`config.mk`:
```
export PLATFORM = sky130hd
export DESIGN_NAME = cell_stat_bank
export DESIGN_NICKNAME = d
export VERILOG_FILES = /design/src/rtl/cstat_pkg.sv /design/src/rtl/cstat_classify.sv /design/src/rtl/cstat_counter.sv /design/src/rtl/cstat_regs.sv /design/src/rtl/cell_stat_bank.sv
export SDC_FILE = /design/constraint.sdc
export NUM_CORES = 1
export LEC_CHECK = 0
export ABC_AREA = 1
export BUFFER_PORTS_ARGS = -buffer_cell sky130_fd_sc_hd__buf_2
export CORE_MARGIN = 1
export CORE_UTILIZATION = 61
export DETAILED_ROUTE_END_ITERATION = 10
export PLACE_DENSITY_LB_ADDON = 0.25
export SYNTH_ARGS = -nofsm -noshare
export SYNTH_HDL_FRONTEND = slang
export SYNTH_SLANG_ARGS = --single-unit
```
`constraint.sdc`:
```
create_clock -name clk_i -period 4.3 [get_ports clk_i]
set_input_delay 0.215 -clock clk_i [delete_from_list [all_inputs] [get_ports clk_i]]
set_output_delay 0.215 -clock clk_i [all_outputs]
set_load 0.005 [all_outputs]
```
`src/rtl/cstat_pkg.sv`:
```
package cstat_pkg;
  localparam int NUM_CNT  = 2;
  localparam int CNT_CELL = 0;
  localparam int CNT_IDLE = 1;
  localparam int REG_AW   = 3;

  typedef enum logic [REG_AW-1:0] {
    RA_CELL = 3'd0,
    RA_IDLE = 3'd1,
    RA_OVF  = 3'd2,
    RA_CLR  = 3'd3,
    RA_MASK = 3'd4,
    RA_PHY  = 3'd5,
    RA_VC   = 3'd6
  } reg_addr_e;

  typedef struct packed {
    logic [3:0]  gfc;
    logic [7:0]  vpi;
    logic [15:0] vci;
    logic [2:0]  pti;
    logic        clp;
  } cell_hdr_t;

  localparam int HDR_W = $bits(cell_hdr_t);
endpackage

```
`src/rtl/cstat_classify.sv`:
```
module cstat_classify
  import cstat_pkg::*;
#(
  parameter int PHY_W = 5
) (
  input  logic                 vld_i,
  input  logic [PHY_W-1:0]     phy_i,
  input  cell_hdr_t            hdr_i,
  input  logic [PHY_W-1:0]     match_phy_i,
  input  logic [7:0]           match_vpi_i,
  input  logic [15:0]          match_vci_i,
  output logic [NUM_CNT-1:0]   hit_o
);
  logic port_ok, vc_ok, idle_ok;

  always_comb begin
    port_ok = vld_i && (phy_i == match_phy_i);
    vc_ok   = (hdr_i.vpi == match_vpi_i) && (hdr_i.vci == match_vci_i);
    // idle: VPI/VCI/PTI all zero with CLP set; GFC not examined
    idle_ok = (hdr_i.vpi == '0) && (hdr_i.vci == '0) &&
              (hdr_i.pti == '0) && hdr_i.clp;
    hit_o           = '0;
    hit_o[CNT_CELL] = port_ok && vc_ok;
    hit_o[CNT_IDLE] = port_ok && idle_ok;
  end
endmodule

```
`src/rtl/cstat_counter.sv`:
```
module cstat_counter #(
  parameter int CNT_W = 32
) (
  input  logic             clk_i,
  input  logic             rst_ni,
  input  logic             inc_i,
  input  logic             clr_i,
  output logic [CNT_W-1:0] cnt_o,
  output logic             ovf_o
);
  localparam logic [CNT_W-1:0] CNT_MAX = '1;

  logic [CNT_W-1:0] cnt_q;
  logic             ovf_q;

  always_ff @(posedge clk_i or negedge rst_ni) begin
    if (!rst_ni) begin
      cnt_q <= '0;
      ovf_q <= 1'b0;
    end else if (clr_i) begin
      cnt_q <= '0;
      ovf_q <= 1'b0;
    end else if (inc_i) begin
      cnt_q <= cnt_q + 1'b1;
      if (cnt_q == CNT_MAX) ovf_q <= 1'b1;
    end
  end

  assign cnt_o = cnt_q;
  assign ovf_o = ovf_q;
endmodule

```
`src/rtl/cstat_regs.sv`:
```
module cstat_regs
  import cstat_pkg::*;
#(
  parameter int DATA_W = 32,
  parameter int CNT_W  = 32,
  parameter int PHY_W  = 5
) (
  input  logic               clk_i,
  input  logic               rst_ni,
  input  logic               we_i,
  input  logic [REG_AW-1:0]  addr_i,
  input  logic [DATA_W-1:0]  wdata_i,
  input  logic [CNT_W-1:0]   cnt_cell_i,
  input  logic [CNT_W-1:0]   cnt_idle_i,
  input  logic [NUM_CNT-1:0] ovf_i,
  output logic [DATA_W-1:0]  rdata_o,
  output logic [NUM_CNT-1:0] clr_o,
  output logic [NUM_CNT-1:0] mask_o,
  output logic [PHY_W-1:0]   match_phy_o,
  output logic [7:0]         match_vpi_o,
  output logic [15:0]        match_vci_o
);
  reg_addr_e addr;
  assign addr = reg_addr_e'(addr_i);

  logic [NUM_CNT-1:0] mask_q;
  logic [PHY_W-1:0]   phy_q;
  logic [7:0]         vpi_q;
  logic [15:0]        vci_q;

  always_ff @(posedge clk_i or negedge rst_ni) begin
    if (!rst_ni) begin
      mask_q <= '0;
      phy_q  <= '0;
      vpi_q  <= '0;
      vci_q  <= '0;
    end else if (we_i) begin
      unique case (addr)
        RA_MASK: mask_q <= wdata_i[NUM_CNT-1:0];
        RA_PHY:  phy_q  <= wdata_i[PHY_W-1:0];
        RA_VC: begin
          vpi_q <= wdata_i[23:16];
          vci_q <= wdata_i[15:0];
        end
        default: ;
      endcase
    end
  end

  // clear is a pulse, not a stored register
  assign clr_o = (we_i && addr == RA_CLR) ? wdata_i[NUM_CNT-1:0] : '0;

  always_comb begin
    rdata_o = '0;
    unique case (addr)
      RA_CELL: rdata_o[CNT_W-1:0]   = cnt_cell_i;
      RA_IDLE: rdata_o[CNT_W-1:0]   = cnt_idle_i;
      RA_OVF:  rdata_o[NUM_CNT-1:0] = ovf_i;
      RA_MASK: rdata_o[NUM_CNT-1:0] = mask_q;
      RA_PHY:  rdata_o[PHY_W-1:0]   = phy_q;
      RA_VC: begin
        rdata_o[23:16] = vpi_q;
        rdata_o[15:0]  = vci_q;
      end
      default: rdata_o = '0;
    endcase
  end

  assign mask_o      = mask_q;
  assign match_phy_o = phy_q;
  assign match_vpi_o = vpi_q;
  assign match_vci_o = vci_q;
endmodule

```
`src/rtl/cell_stat_bank.sv`:
```
module cell_stat_bank
  import cstat_pkg::*;
#(
  parameter int CNT_W  = 32,
  parameter int PHY_W  = 5,
  parameter int DATA_W = 32
) (
  input  logic              clk_i,
  input  logic              rst_ni,
  input  logic              cell_vld_i,
  input  logic [PHY_W-1:0]  cell_phy_i,
  input  logic [31:0]       cell_hdr_i,
  input  logic              reg_we_i,
  input  logic [2:0]        reg_addr_i,
  input  logic [DATA_W-1:0] reg_wdata_i,
  output logic [DATA_W-1:0] reg_rdata_o,
  output logic              irq_o
);
  logic [NUM_CNT-1:0] hit;
  logic [NUM_CNT-1:0] clr_vec;
  logic [NUM_CNT-1:0] mask;
  logic [NUM_CNT-1:0] ovf;
  logic [CNT_W-1:0]   cnt [NUM_CNT];
  logic [CNT_W-1:0]   cnt_cell, cnt_idle;
  logic [PHY_W-1:0]   match_phy;
  logic [7:0]         match_vpi;
  logic [15:0]        match_vci;

  cstat_classify #(.PHY_W(PHY_W)) u_classify (
    .vld_i       (cell_vld_i),
    .phy_i       (cell_phy_i),
    .hdr_i       (cell_hdr_t'(cell_hdr_i)),
    .match_phy_i (match_phy),
    .match_vpi_i (match_vpi),
    .match_vci_i (match_vci),
    .hit_o       (hit)
  );

  for (genvar g = 0; g < NUM_CNT; g++) begin : g_cnt
    cstat_counter #(.CNT_W(CNT_W)) u_counter (
      .clk_i  (clk_i),
      .rst_ni (rst_ni),
      .inc_i  (hit[g]),
      .clr_i  (clr_vec[g]),
      .cnt_o  (cnt[g]),
      .ovf_o  (ovf[g])
    );
  end

  assign cnt_cell = cnt[CNT_CELL];
  assign cnt_idle = cnt[CNT_IDLE];

  cstat_regs #(.DATA_W(DATA_W), .CNT_W(CNT_W), .PHY_W(PHY_W)) u_regs (
    .clk_i       (clk_i),
    .rst_ni      (rst_ni),
    .we_i        (reg_we_i),
    .addr_i      (reg_addr_i),
    .wdata_i     (reg_wdata_i),
    .cnt_cell_i  (cnt_cell),
    .cnt_idle_i  (cnt_idle),
    .ovf_i       (ovf),
    .rdata_o     (reg_rdata_o),
    .clr_o       (clr_vec),
    .mask_o      (mask),
    .match_phy_o (match_phy),
    .match_vpi_o (match_vpi),
    .match_vci_o (match_vci)
  );

  assign irq_o = |(ovf & mask);
endmodule

```
**Word level (Yosys, flattened, before mapping)**

Cells that the tools add are included.

- Register bits after elaboration: 97
- Latch bits: 0
- Bits in writable memories: 0
- ROM bits: 0
- Input port bits: 76
- Output and inout port bits: 33
- Word-level logic and storage cells: 59
- Memories: 0

- Add/subtract/negate cells: 2
- Multipliers: 0
- Div/mod/pow operators: 0
- Order comparisons: 0
- Equal/unequal tests: 11
- Shift operators: 0
- Muxes and demuxes: 15
- Bitwise gates (word level): 1
- Reductions and logical operators: 22

Operators with widths:

| kind | count |
|---|---|
| $mux W32 | 4 |
| $add A32 B1 Y32 const B | 2 |
| $eq A32 B32 Y1 const B | 2 |
| $pmux W19 S3 | 1 |
| $eq A16 B16 Y1 | 1 |
| $logic_not A16 Y1 | 1 |
| $pmux W8 S2 | 1 |
| $pmux W2 S6 | 1 |
| $pmux W3 S4 | 1 |
| $reduce_and A2 Y1 | 5 |
| $eq A3 B3 Y1 const B | 3 |
| $eq A8 B8 Y1 | 1 |
| $logic_and A1 B1 Y1 | 8 |
| $logic_not A8 Y1 | 1 |
| $reduce_bool A2 Y1 | 4 |
| $eq A3 B2 Y1 const B | 2 |
| $logic_not A3 Y1 | 2 |
| $mux W1 | 6 |
| $eq A5 B5 Y1 | 1 |
| $eq A3 B1 Y1 const B | 1 |
| $and A2 B2 Y2 | 1 |
| $mux W2 | 1 |
| $reduce_or A2 Y1 | 1 |

**Logic depth before layout (Yosys ltp)**

Gate-level depths: netlist (run 1).

- Word-level depth: 7
- Mapped depth: 12
- Gate-level depth less buffers: 11

**Cells and area by module**

From an unflattened synthesis (run 1), not the netlist that was laid out.

- Cell total of the unflattened synthesis: 1055
- Area total of the unflattened synthesis: 6690.2 µm²

By module, submodules not included:

| module | instances | cells an instance | area an instance (µm²) | seq. area each (µm²) |
|---|---|---|---|---|
| cstat_counter | 2 | 284 | 1989.4 | 825.8 |
| cstat_regs | 1 | 302 | 1988.2 | 775.7 |
| cstat_classify | 1 | 182 | 711.9 | 0.0 |
| cell_stat_bank | 1 | 3 | 11.3 | 0.0 |

**Worst setup path after synthesis (run 1)**

Ideal clock, no wire load.

- Kind: flip-flop to flip-flop
- Start: register g_cnt[1].u_counter.cnt_q[0]
- End: register g_cnt[1].u_counter.ovf_q
- Setup time: 0.116 ns
- Arrival time: 1.486 ns
- Required time: 4.184 ns
- Path slack: 2.698 ns
- Stages on the path, launching flop included: 10
- Buffers on the path: 1
- Clock period less this slack: 1.602 ns
- Cell sequence: dfrtp_1 > ha_1 > buf_2 > nand3_2 > nor3_4 > nand3_1 > o21ai_1 > nand2_1 > nand2_1 > nand2_1

- Longest elaborated chain between the ends: 3

RTL lines:

| element | line | text |
|---|---|---|
| from (decl) | cstat_counter.sv:13 | `logic [CNT_W-1:0] cnt_q;` |
| from (signal assigned) | cstat_counter.sv:24 | `cnt_q <= cnt_q + 1'b1;` |
| $eq A32 B32 Y1 | cstat_counter.sv:25 | `if (cnt_q == CNT_MAX) ovf_q <= 1'b1;` |
| $reduce_bool A2 Y1 (no source line) | - |  |
| $reduce_and A2 Y1 (no source line) | - |  |
| to (signal assigned) | cstat_counter.sv:19 | `ovf_q <= 1'b0;` |
| to (signal assigned) | cstat_counter.sv:22 | `ovf_q <= 1'b0;` |
| to (signal assigned) | cstat_counter.sv:25 |  |
| to (decl) | cstat_counter.sv:14 | `logic ovf_q;` |

No other way between the ends.
A chain may end at the register's enable or synchronous reset.

**Final worst setup path (run 1)**

- Start: input reg_addr_i[2]
- End: output reg_rdata_o[8]

- Longest elaborated chain between the ends: 2
- Elaborated cells between the ends (all ways): 4
- Classes of those cells: eq/ne: 2; mux: 1; reduce/logical: 1

RTL lines:

| element | line | text |
|---|---|---|
| from (decl) | cell_stat_bank.sv:14 | `input logic [2:0] reg_addr_i,` |
| $eq A3 B3 Y1, or another cell as far along | cstat_regs.sv:55 | `unique case (addr)` |
| $pmux W19 S3 (*) | cstat_regs.sv:55 |  |
| to (decl) | cell_stat_bank.sv:16 | `output logic [DATA_W-1:0] reg_rdata_o,` |

Mark *: on every way between the ends. The rest lies on a longest branch, timed or not.

==> reports/qor.yml, run 1 <==
drtIter0Drc: 727
vias_per_cell: 5.56
cp.required_ps: 4090
track_usage: 0.360
core-area_um2: 11500
cp_slowest_cell: "nand2_1"
synth_edf_count: 0
post-dp-hpwl_mm: 16.1
io_pins: 109
areaGrowthSynthToFinish_pct: 11.2
syn_inst: 1178
num_vias: 7796
synth.avg_cell_area_um2: 6.17
ys_top_cells_by_count: "nand2_1 (432), inv_1 (159), nor2_1 (157)"
p_per_area_nw_per_um2: 284
worst_pin_slew_ps: 1170
cts.htree.levels: 3
grt_pass1_vias: 7222
yosys.cell_count.top_type: "nand2_1"
antenna_found_initial: 0
hold_class: "in -> async"
drc_errors: 8
reg2reg_setup_slack_ps: 2010
routed_wl_mm: 21.4
yosysWarnings: 0
cts_buffers: 9
grt_pass1_wl_mm: 34.8
yosys.area.top_type_share: 0.334
final_net_count: 1333
ys_ff_latch: 97
r2r_start: "u_regs.match_vci_o[9]$_DFFE_PN0P_"
cp.arrival_ps: 2280
crit_start: "reg_addr_i[2]"
post_drt_wl_per_cell_um: 15.3
cts_tree: "yes"
drive_above_1_share: 0.116
multi_input_area_um2: 4030
crit_path_max_incr_delay_ps: 670
cts_max_path_buffers: 2
crit_end: "reg_rdata_o[8]"
dieArea_um2: 12400
power_mw: 2.30
clkTransAtPathRegs_ps: 70
crit_fanout: 23
rr_worst_depth: 10
root_buffer: "clkbuf_16"
rsz0062_at_grt: "no"
synth.area.top_cells: "dfrtp_1 (33%), nand2_1 (22%), nand3_1 (9.0%)"
overflow: 0
holdWs_ps: -12.1
fmax_mhz: 401
timing.rr.end: "g_cnt[0].u_counter.cnt_o[1]$_DFFE_PN0P_"
synth_area_um2: 7270
final-hold-violation-count: 20
worstSkewPairLatency_ps: 360
fin_skew_ps: 10.2
period_share: 0.580
yosys.area.top_type: "dfrtp_1"
tns_ps: 0
max-cap-violations: 0
drt_pass1_iterations: 8
ys_async_sr_fraction: 1.00
clkSinkCount: 97
ir_drop_uv: 328
finalSetupViolations: 0
cts_setup_buffers: 0
ctsResizeCount: 0
outcome: "finished, violations left"
final.min_clock_period_ps: 2490
postLayoutCoreUtil: 0.702
ant_nets: 0
nFillCells: 1040
rows: 39
num_antenna_cells: 0
hold_buffers: 0
syn_nets: 1256
worstSetupEndpointType: "output port"
die_y_um: 111
design_area_um2: 8080
io_buffers: 96
place_area_um2: 7760
final-seq-area_um2: 2430
gp_congestion: 0.990
violations: "DRC, hold timing"
critPathLaunchType: "input pin"
synthFlopType: "dfrtp_1"
finalMaxSlewViolations: 0
p_leak_nw: 4.24
start_util: 0.631
criticalPathCategory: "in -> out"
ys_seq_area_frac: 0.334
grt_max_degree: 71
yosysUniqueCellTypes: 35
crit_chain: "buf_2 -> inv_1 -> nand2_1 -> clkinv_1 -> nand2_1 -> o221ai_1 -> buf_2"
chipWidth_um: 111
max_slew_margin: 0.215
cells by family after synthesis:
kind of cell    Yosys count  share of synthesized area
mux                       1                    0.00155
fa+ha+maj                 2                    0.00344
xor+xnor                 33                     0.0398
compound gates           86                     0.0725
buf+inv                 197                      0.111
flops                    97                      0.334
simple gates            762                      0.438
flip-flops by register name, indices dropped and copies added (netlist names):
name                   cells
u_regs.match_vci_o        16
u_regs.match_phy_o         5
g_cnt.u_counter.cnt_o     64
u_regs.match_vpi_o         8
u_regs.mask_o              2
g_cnt.u_counter.ovf_o      2
layer usage:
metal | part of all wire | vias up | wire length, um | track usage
li1 | - | 3826 | - | -
met1 | 0.41 | 3553 | 8870 | 0.465
met2 | 0.46 | 348 | 9960 | 0.586
met3 | 0.083 | 69 | 1780 | 0.0738
met4 | 0.038 | 0 | 825 | 0.156
met5 | 0 | - | 0 | 0
how the worst min path moves through the flow:
| stage | slack, ps | from | cells after the start | endpoint |
|---|---|---|---|---|
| finish | -10 | rst_ni | 1 | u_regs.match_phy_o[2]$_DFFE_PN0P_ |
| floorplan | -80 | rst_ni | 0 | g_cnt[0].u_counter.cnt_o[0]$_DFFE_PN0P_ |
| detailed placement | 400 | rst_ni | 1 | u_regs.match_phy_o[2]$_DFFE_PN0P_ |
| CTS | 20 | rst_ni | 1 | u_regs.match_phy_o[2]$_DFFE_PN0P_ |
| global route | 70 | rst_ni | 1 | u_regs.match_vci_o[0]$_DFFE_PN0P_ |
| global placement | 400 | rst_ni | 1 | u_regs.match_phy_o[2]$_DFFE_PN0P_ |
power breakdown:
part | internal [mW] | leakage, nW | switching [mW] | total, mW
sequential | 0.978 | 1.27 | 0.0645 | 1.04
combinational | 0.127 | 2.81 | 0.239 | 0.365
clock | 0.525 | 0.156 | 0.365 | 0.890
total | 1.63 | 4.24 | 0.668 | 2.30
critical path: cells and delay by family:
kind | cells | cell delay [ps]
compound gates | 1 | 150
buf+inv | 4 | 980
simple gates | 2 | 920
cell usage in the layout, fill, tap and decap left out, types with 9 or more instances in the layout:
cell type  netlist  layout
nand2_1        432     432
buf_2           21      95
xor2_1          24      24
o221ai_1        15      15
nand4_1         12      12
clkbuf_16        0       9
xnor2_1          9       9
a21oi_1         20      20
o21ai_0         18      18
dfrtp_1         97      97
nor2_2          10      10
o22ai_1         11      11
nand3_1        130     130
inv_1          159     159
nor2_1         157     157
o21ai_1         13      13
area by class of cell:
type | count | area share
clock inverters | 4 | 0.00960
clock buffers | 11 | 0.0300
multi-input cells | 884 | 0.499
inverters | 164 | 0.0763
repair buffers | 99 | 0.0625
well taps | 143 | 0.0221
flip-flops and latches | 97 | 0.300
stage by stage:
step | worst slack (ps) | cells | hold WS (ps)
finish | 1810 | 1402 | -12.1
global route | 1690 | 1402 | 74.0
CTS | 1890 | 1402 | 20.7
detailed placement | 1910 | 1387 | 404
global placement | 1970 | 1387 | 399
floorplan | 2700 | 1178 | -80.6
Note: power is estimated with default switching activity, not from simulation.
==> run 2: changes to the inputs <==
ABC_AREA = 0   (was 1)
CORE_UTILIZATION = 57   (was 61)
clock period = 2.4 ns   (was 4.3 ns; I/O delays follow)
==> run 2 against run 1 <==
Worst setup slack got worse by 1800 ps. Core utilization rose by 2.7 points. Routed wire length fell by 9.7%. Largest power group unchanged. Die area fell by 9.5%. Non-clock buffer count rose by 55. The run now ends clean. Largest cell class unchanged.
==> reports/qor.yml, run 2 <==
outcome: "completed"  # was finished, violations left
synthFlopType: "dfrtp_1"  # unchanged
cp_slowest_cell: "or4_4"  # was nand2_1
overflow: 0  # unchanged
cp.arrival_ps: 2690  # was 2280 ps
max_slew_margin: 0.502  # was 0.215
track_usage: 0.335  # was 0.360
ant_nets: 0  # unchanged
mostFrequentLayoutCells: "buf_2 (95), dfrtp_1 (93), nand2_1 (67)"  # was nand2_1 (432), inv_1 (159), nor2_1 (157)
final.min_clock_period_ps: 2390
p_leak_nw: 3.37  # was 4.24 nW
drtIter0Drc: 624  # was 727
period_share: 0.995
multi_input_area_um2: 3650  # was 4030 um2
worstSetupEndpointType: "register"  # was output port
start_util: 0.592  # was 0.631
dieArea_um2: 11200  # was 12400 um2
syn_nets: 760  # was 1256
grt_max_degree: 67  # was 71
nFillCells: 731  # was 1040
dp_slack_ps: 28.2  # was 1910 ps
switchingPower_mw: 1.18  # was 668 uW
clockPowerShare: 0.301  # was 0.387
p_per_area_nw_per_um2: 510  # was 284 nW/um2
chipWidth_um: 106  # was 111 um
holdWs_ps: 33.8  # was -12.1 ps
gp_congestion: 0.916  # was 0.990
path_delay_family: "simple AND/OR/NAND/NOR gates"  # was buffers and inverters
antenna_found_initial: 0  # unchanged
drc_errors: 0  # was 8
cts_max_path_buffers: 2  # unchanged
cts_tree: "yes"  # unchanged
yosysWarnings: 0  # unchanged
crit_start: "u_regs.match_vci_o[6]$_DFFE_PN0P_"  # was reg_addr_i[2]
grt_pass1_vias: 5740  # was 7222
worst_pin_slew_ps: 746  # was 1170 ps
routed_wl_mm: 19.4  # was 21.4 mm
fin_skew_ps: 23.9  # was 10.2 ps
pwr-share-seq: 0.501  # was 0.454
synth_area_um2: 6140  # was 7270 um2
synth.avg_cell_area_um2: 9.00  # was 6.17 um2
layout_commonest_cell: "buf_2"  # was nand2_1
yosysUniqueCellTypes: 47  # was 35
drt_pass1_iterations: 7  # was 8
worstSkewPairLatency_ps: 390  # was 360 ps
power_mw: 3.85  # was 2.30 mW
critPathLaunchType: "register"  # was input pin
worst-path-buf-inv: 1  # was 4
clkTransAtPathRegs_ps: 120  # was 70 ps
combPwrFrac: 0.199  # was 0.159
num_antenna_cells: 0  # unchanged
yosys.area.top_type_share: 0.396  # was 0.334
crit_fanout: 27  # was 23
finalMaxSlewViolations: 0  # unchanged
finalSetupViolations: 0  # unchanged
grt_pass1_wl_mm: 28.9  # was 34.8 mm
io_buffers: 96  # unchanged
final_net_count: 880  # was 1333
final-hold-violation-count: 0  # was 20
largest_register_ffs: 64  # unchanged
crit_chain: "xnor2_2 -> nand4_1 -> or4_4 -> buf_12 -> or4_1 -> a21oi_1"  # was buf_2 -> inv_1 -> nand2_1 -> clkinv_1 -> nand2_1 -> o221ai_1 -> buf_2
synth.area.top_cells: "dfrtp_1 (40%), mux2_2 (6.1%), nand4_1 (4.7%)"  # was dfrtp_1 (33%), nand2_1 (22%), nand3_1 (9.0%)
ir_drop_uv: 438  # was 328 uV
ys_async_sr_fraction: 1.00  # unchanged
tns_ps: 0  # unchanged
clkSinkCount: 97  # unchanged
r2r_start: "u_regs.match_vci_o[6]$_DFFE_PN0P_"  # was u_regs.match_vci_o[9]$_DFFE_PN0P_
fmax_mhz: 419
core-area_um2: 10400  # was 11500 um2
p_sw_frac: 0.307  # was 0.291
min-delay-start: "reg_wdata_i[0]"
root_buffer: "clkbuf_8"  # was clkbuf_16
yosys.area.top_type: "dfrtp_1"  # unchanged
criticalPathCategory: "reg -> reg"  # was in -> out
hold_class: "in -> reg"  # was in -> async
ys_ff_latch: 97  # unchanged
rows: 37  # was 39
syn_inst: 682  # was 1178
cts.htree.levels: 3  # unchanged
yosys.cell_count.top_type: "dfrtp_1"  # was nand2_1
cts_buffers: 9  # unchanged
ys_top_cells_by_count: "dfrtp_1 (97), nand2_1 (67), nand4_1 (46)"  # was nand2_1 (432), inv_1 (159), nor2_1 (157)
io_pins: 109  # unchanged
drive_above_1_share: 0.270  # was 0.116
die_y_um: 106  # was 111 um
final-seq-area_um2: 2430  # about the same
fin_ws_ps: 12.2  # was 1810 ps
crit_path_max_incr_delay_ps: 590  # was 670 ps
post_drt_wl_per_cell_um: 20.5  # was 15.3 um
ys_seq_area_frac: 0.396  # was 0.334
max-cap-violations: 0  # unchanged
areaGrowthSynthToFinish_pct: 23.2  # was 11.2%
synth_edf_count: 0  # unchanged
power.internal_mw: 2.67  # was 1.63 mW
vias_per_cell: 6.69  # was 5.56
post-dp-hpwl_mm: 13.0  # was 16.1 mm
cp.required_ps: 2710  # was 4090 ps
num_vias: 6304  # was 7796
run 2: timing repair:
action,in CTS,in global routing
gates resized for setup,0,26
endpoints found under the setup margin,0,25
setup buffers,0,7
hold buffers,23,0
hold endpoints to repair,56,0
run 2: layout make-up:
type	count	area share
repair buffers	154	0.140
multi-input cells	529	0.482
flip-flops and latches	97	0.322
inverters	11	0.00546
well taps	136	0.0225
clock inverters	7	0.0114
clock buffers	9	0.0164
run 2: power groups by stage:
stage | Combinational (mW) | Sequential [mW] | Clock, mW
after detailed placement | 0.603 | 1.94 | 0
after CTS | 0.634 | 1.91 | 1.16
after global routing | 0.813 | 1.94 | 1.24
final | 0.765 | 1.93 | 1.16
after global placement | 0.580 | 1.93 | 0
after floorplan | 0.381 | 1.88 | 0
run 2: logic make-up after synthesis:
kind of cell | after synthesis | synth area share
xor+xnor | 31 | 0.0442
fa+ha+maj | 2 | 0.00408
buf+inv | 56 | 0.0353
mux | 61 | 0.108
compound gates | 137 | 0.138
flops | 97 | 0.396
simple gates | 298 | 0.274
run 2: worst paths after layout:
check                                                           end  slack (ps)  cells past startpoint
max                         g_cnt[0].u_counter.cnt_o[5]$_DFFE_PN0P_          10                      6
min                               u_regs.match_vci_o[0]$_DFFE_PN0P_          30                      2
max reg2reg                 g_cnt[0].u_counter.cnt_o[5]$_DFFE_PN0P_          10                      6
min reg2reg                    g_cnt[0].u_counter.ovf_o$_DFFE_PN0P_         550                      1
max in group asynchronous         u_regs.match_vci_o[5]$_DFFE_PN0P_        1460                      3
min in group asynchronous  g_cnt[1].u_counter.cnt_o[22]$_DFFE_PN0P_         220                      2
run 2: metal layers:
layer	global-route usage	up-vias	wire [um]
met4	0.133	0	617
met1	0.451	3067	7860
li1	-	2825	-
met5	0	-	0
met2	0.540	359	9290
met3	0.0544	53	1600
run 2: stage by stage:
stage	utilization	instance area, um2	instances
2_1_floorplan	-	6140	682
3_3_place_gp	0.661	6860	895
3_5_place_dp	0.661	6860	895
4_1_cts	0.704	7300	934
5_1_grt	0.729	7560	943
6_report	0.729	7560	943
==> run 3: changes to the inputs <==
CORE_UTILIZATION = 56   (was 57)
SYNTH_HIERARCHICAL = 1   (was default)
==> run 3 against run 2 <==
The flow now finishes with violations (setup timing). Non-clock buffer count is 44 higher. Core utilization is 5.4 points higher. Critical path type unchanged. Sequential share of layout area down 1.0 points. Flip-flop and latch count stayed put. Via count is 7.4% lower. Total power fell by 0.84%. Global-route usage grew 2.0 points. Count of clock-buffer cells in the layout grew 2. Synthesized cell count down 13%. Routed wire length fell by 1.0%. Fmax is 20% lower.
==> reports/qor.yml, run 3 <==
outcome: "finished, violations left"  # was completed
violations: "setup timing"
max-cap-violations: 0  # unchanged
die_y_um: 104  # was 106 um
drtIter0Drc: 534  # was 624
max_slew_margin: 0.515  # was 0.502
min-delay-start: "reg_wdata_i[20]"  # was reg_wdata_i[0]
clkSinkCount: 97  # unchanged
cp_slowest_cell: "or4_4"  # unchanged
crit_fanout: 7  # was 27
ir_drop_uv: 310  # was 438 uV
worst-path-buf-inv: 1  # unchanged
synth_area_um2: 5840  # was 6140 um2
final_cells: 906  # was 943
cts_max_path_buffers: 2  # unchanged
reg2reg_setup_slack_ps: -600  # was 10 ps
grt_pass1_wl_mm: 30.2  # was 28.9 mm
overflow: 0  # unchanged
synthFlopType: "dfrtp_1"  # unchanged
gp_congestion: 0.849  # was 0.916
antenna_found_initial: 0  # unchanged
drive_above_1_share: 0.383  # was 0.270
cp.arrival_ps: 3300  # was 2690 ps
postLayoutCoreUtil: 0.784  # was 0.729
rsz0062_at_grt: "yes"
ys_seq_area_frac: 0.416  # was 0.396
core-area_um2: 9950  # was 10400 um2
place_inst: 855  # was 895
p_per_area_nw_per_um2: 490  # was 510 nW/um2
ant_nets: 0  # unchanged
cts_tree: "yes"  # unchanged
clkTransAtPathRegs_ps: 90  # was 120 ps
drt_pass1_iterations: 5  # was 7
r2r_start: "u_regs/match_vci_o[4]$_DFFE_PN0P_"  # was u_regs.match_vci_o[6]$_DFFE_PN0P_
crit_path_max_incr_delay_ps: 510  # was 590 ps
ys_top_cells_by_count: "dfrtp_1 (97), a21oi_1 (43), nand2_1 (40)"  # was dfrtp_1 (97), nand2_1 (67), nand4_1 (46)
worstSkewPairLatency_ps: 370  # was 390 ps
grt_pass1_vias: 5833  # was 5740
crit_start: "u_regs/match_vci_o[4]$_DFFE_PN0P_"  # was u_regs.match_vci_o[6]$_DFFE_PN0P_
chipWidth_um: 104  # was 106 um
period_share: 1.25  # was 0.995
syn_inst: 594  # was 682
ys_async_sr_fraction: 1.00  # unchanged
areaGrowthSynthToFinish_pct: 33.5  # was 23.2%
worst_pin_slew_ps: 726  # was 746 ps
fmax_mhz: 333  # was 419 MHz
criticalPathCategory: "reg -> reg"  # unchanged
num_antenna_cells: 0  # unchanged
p_leak_nw: 3.52  # was 3.37 nW
final-hold-violation-count: 0  # unchanged
yosysWarnings: 6  # was 0
dieArea_um2: 10800  # was 11200 um2
post_drt_wl_per_cell_um: 21.2  # was 20.5 um
track_usage: 0.355  # was 0.335
routed_wl_mm: 19.2  # was 19.4 mm
path_delay_family: "simple AND/OR/NAND/NOR gates"  # unchanged
cp.required_ps: 2700  # was 2710 ps
synth.area.top_cells: "dfrtp_1 (42%), mux2i_1 (6.0%), mux2_4 (5.1%)"  # was dfrtp_1 (40%), mux2_2 (6.1%), nand4_1 (4.7%)
fin_ws_ps: -599  # was 12.2 ps
yosysUniqueCellTypes: 43  # was 47
start_util: 0.587  # was 0.592
io_buffers: 96  # unchanged
mostFrequentLayoutCells: "dfrtp_1 (97), buf_2 (95), buf_4 (70)"  # was buf_2 (95), dfrtp_1 (93), nand2_1 (67)
synth_edf_count: 0  # unchanged
yosys.area.top_type: "dfrtp_1"  # unchanged
largest_register_ffs: 64  # unchanged
num_vias: 5839  # was 6304
ys_ff_latch: 97  # unchanged
synth.avg_cell_area_um2: 9.83  # was 9.00 um2
hold_class: "in -> reg"  # unchanged
syn_nets: 672  # was 760
grt_max_degree: 56  # was 67
fin_skew_ps: 9.14  # was 23.9 ps
rows: 36  # was 37
worstSetupEndpointType: "register"  # unchanged
crit_chain: "xor2_1 -> nor4_1 -> nand4_1 -> nor4_4 -> buf_4 -> o2111ai_4 -> or4_4 -> or4_4 -> a21oi_2"  # was xnor2_2 -> nand4_1 -> or4_4 -> buf_12 -> or4_1 -> a21oi_1
critPathLaunchType: "register"  # unchanged
finalMaxSlewViolations: 0  # unchanged
cts.htree.levels: 3  # unchanged
layout_commonest_cell: "dfrtp_1"  # was buf_2
yosys.area.top_type_share: 0.416  # was 0.396
post-dp-hpwl_mm: 12.1  # was 13.0 mm
cts_buffers: 9  # unchanged
drc_errors: 0  # unchanged
final_net_count: 846  # was 880
vias_per_cell: 6.44  # was 6.69
finalSetupViolations: 57  # was 0
io_pins: 109  # unchanged
root_buffer: "clkbuf_8"  # unchanged
yosys.cell_count.top_type: "dfrtp_1"  # unchanged
final.min_clock_period_ps: 3000  # was 2390 ps
cp_common_cell: "or4_4"
## run 3: cell count changes after synthesis, sizes merged, moves of 14 or more
cell / delta
nand2b: -14
nand4: -25
a22oi: -18
xor2: +25
clkbuf: -17
and3: -18
or3: +14
nand2: -26
## run 3: repair_timing
item	CTS	global route
hold endpoints to repair	61	0
setup endpoints to repair	55	60
hold buffers	20	0
pin swaps	29	20
resized for setup	48	40
buffers inserted	13	4
gates cloned	1	0
## run 3: cells by family after synthesis
kind of cell / synth area share
AOI/OAI and AO/OA: 0.122
xor gates and xnor gates: 0.0765
adders and majority gates: 0.00428
buffers and inverters: 0.0415
DFF: 0.416
muxes: 0.135
and+or+nand+nor: 0.206
## run 3: worst paths after layout
check / end / depth (start not counted)
min in group asynchronous: u_regs/match_vci_o[14]$_DFFE_PN0P_ / 2
max in group asynchronous: g_cnt[0].u_counter/cnt_o[29]$_DFFE_PN0P_ / 3
max: g_cnt[0].u_counter/cnt_o[31]$_DFFE_PN0P_ / 9
max reg2reg: g_cnt[0].u_counter/cnt_o[31]$_DFFE_PN0P_ / 9
min: u_regs/match_vpi_o[4]$_DFFE_PN0P_ / 2
min reg2reg: u_regs/mask_o[1]$_DFFE_PN0P_ / 1
## run 3: per-stage QoR
stage	hold slack (ps)	power, mW	area, um2	setup TNS, ps	worst slack [ps]
5_1_grt	15.0	3.96	7800	-25270	-666
3_3_place_gp	154	2.62	6850	-18330	-561
6_report	26.5	3.82	7800	-20430	-599
2_1_floorplan	-176	2.26	5910	-4140	-277
4_1_cts	1.91	3.77	7600	-19210	-559
3_5_place_dp	152	2.65	6850	-20890	-625
## run 3: where the power goes
part	internal, mW	switching, mW
Clock	0.508	0.600
Sequential	1.76	0.113
Combinational	0.480	0.360
Total	2.75	1.07
## run 3: layout make-up
| cell class | instances | area, um2 |
|---|---|---|
| Tap cell | 133 | 166 |
| Multi-Input combinational cell | 449 | 3590 |
| Fill cell | 589 | 2150 |
| Timing Repair Buffer | 198 | 1370 |
| Clock inverter | 5 | 55.1 |
| Inverter | 13 | 48.8 |
| Clock buffer | 11 | 141 |
| Sequential cell | 97 | 2430 |
## run 3: worst reg2reg max path: cells and delay by family, from the launching register on
family	cells	cell delay, ps
AND/OR/NAND/NOR	5	1860
flip-flops	1	420
AO/OA/AOI/OAI	2	280
buffers and inverters	1	200
XOR/XNOR	1	180
## run 3: per-layer routing
| layer | global-route usage | vias up | routed length [um] |
|---|---|---|---|
| met5 | 0 | - | 0 |
| met4 | 0.186 | 0 | 1040 |
| met3 | 0.0476 | 94 | 1250 |
| met2 | 0.597 | 344 | 9360 |
| met1 | 0.447 | 2844 | 7520 |
| li1 | - | 2557 | - |
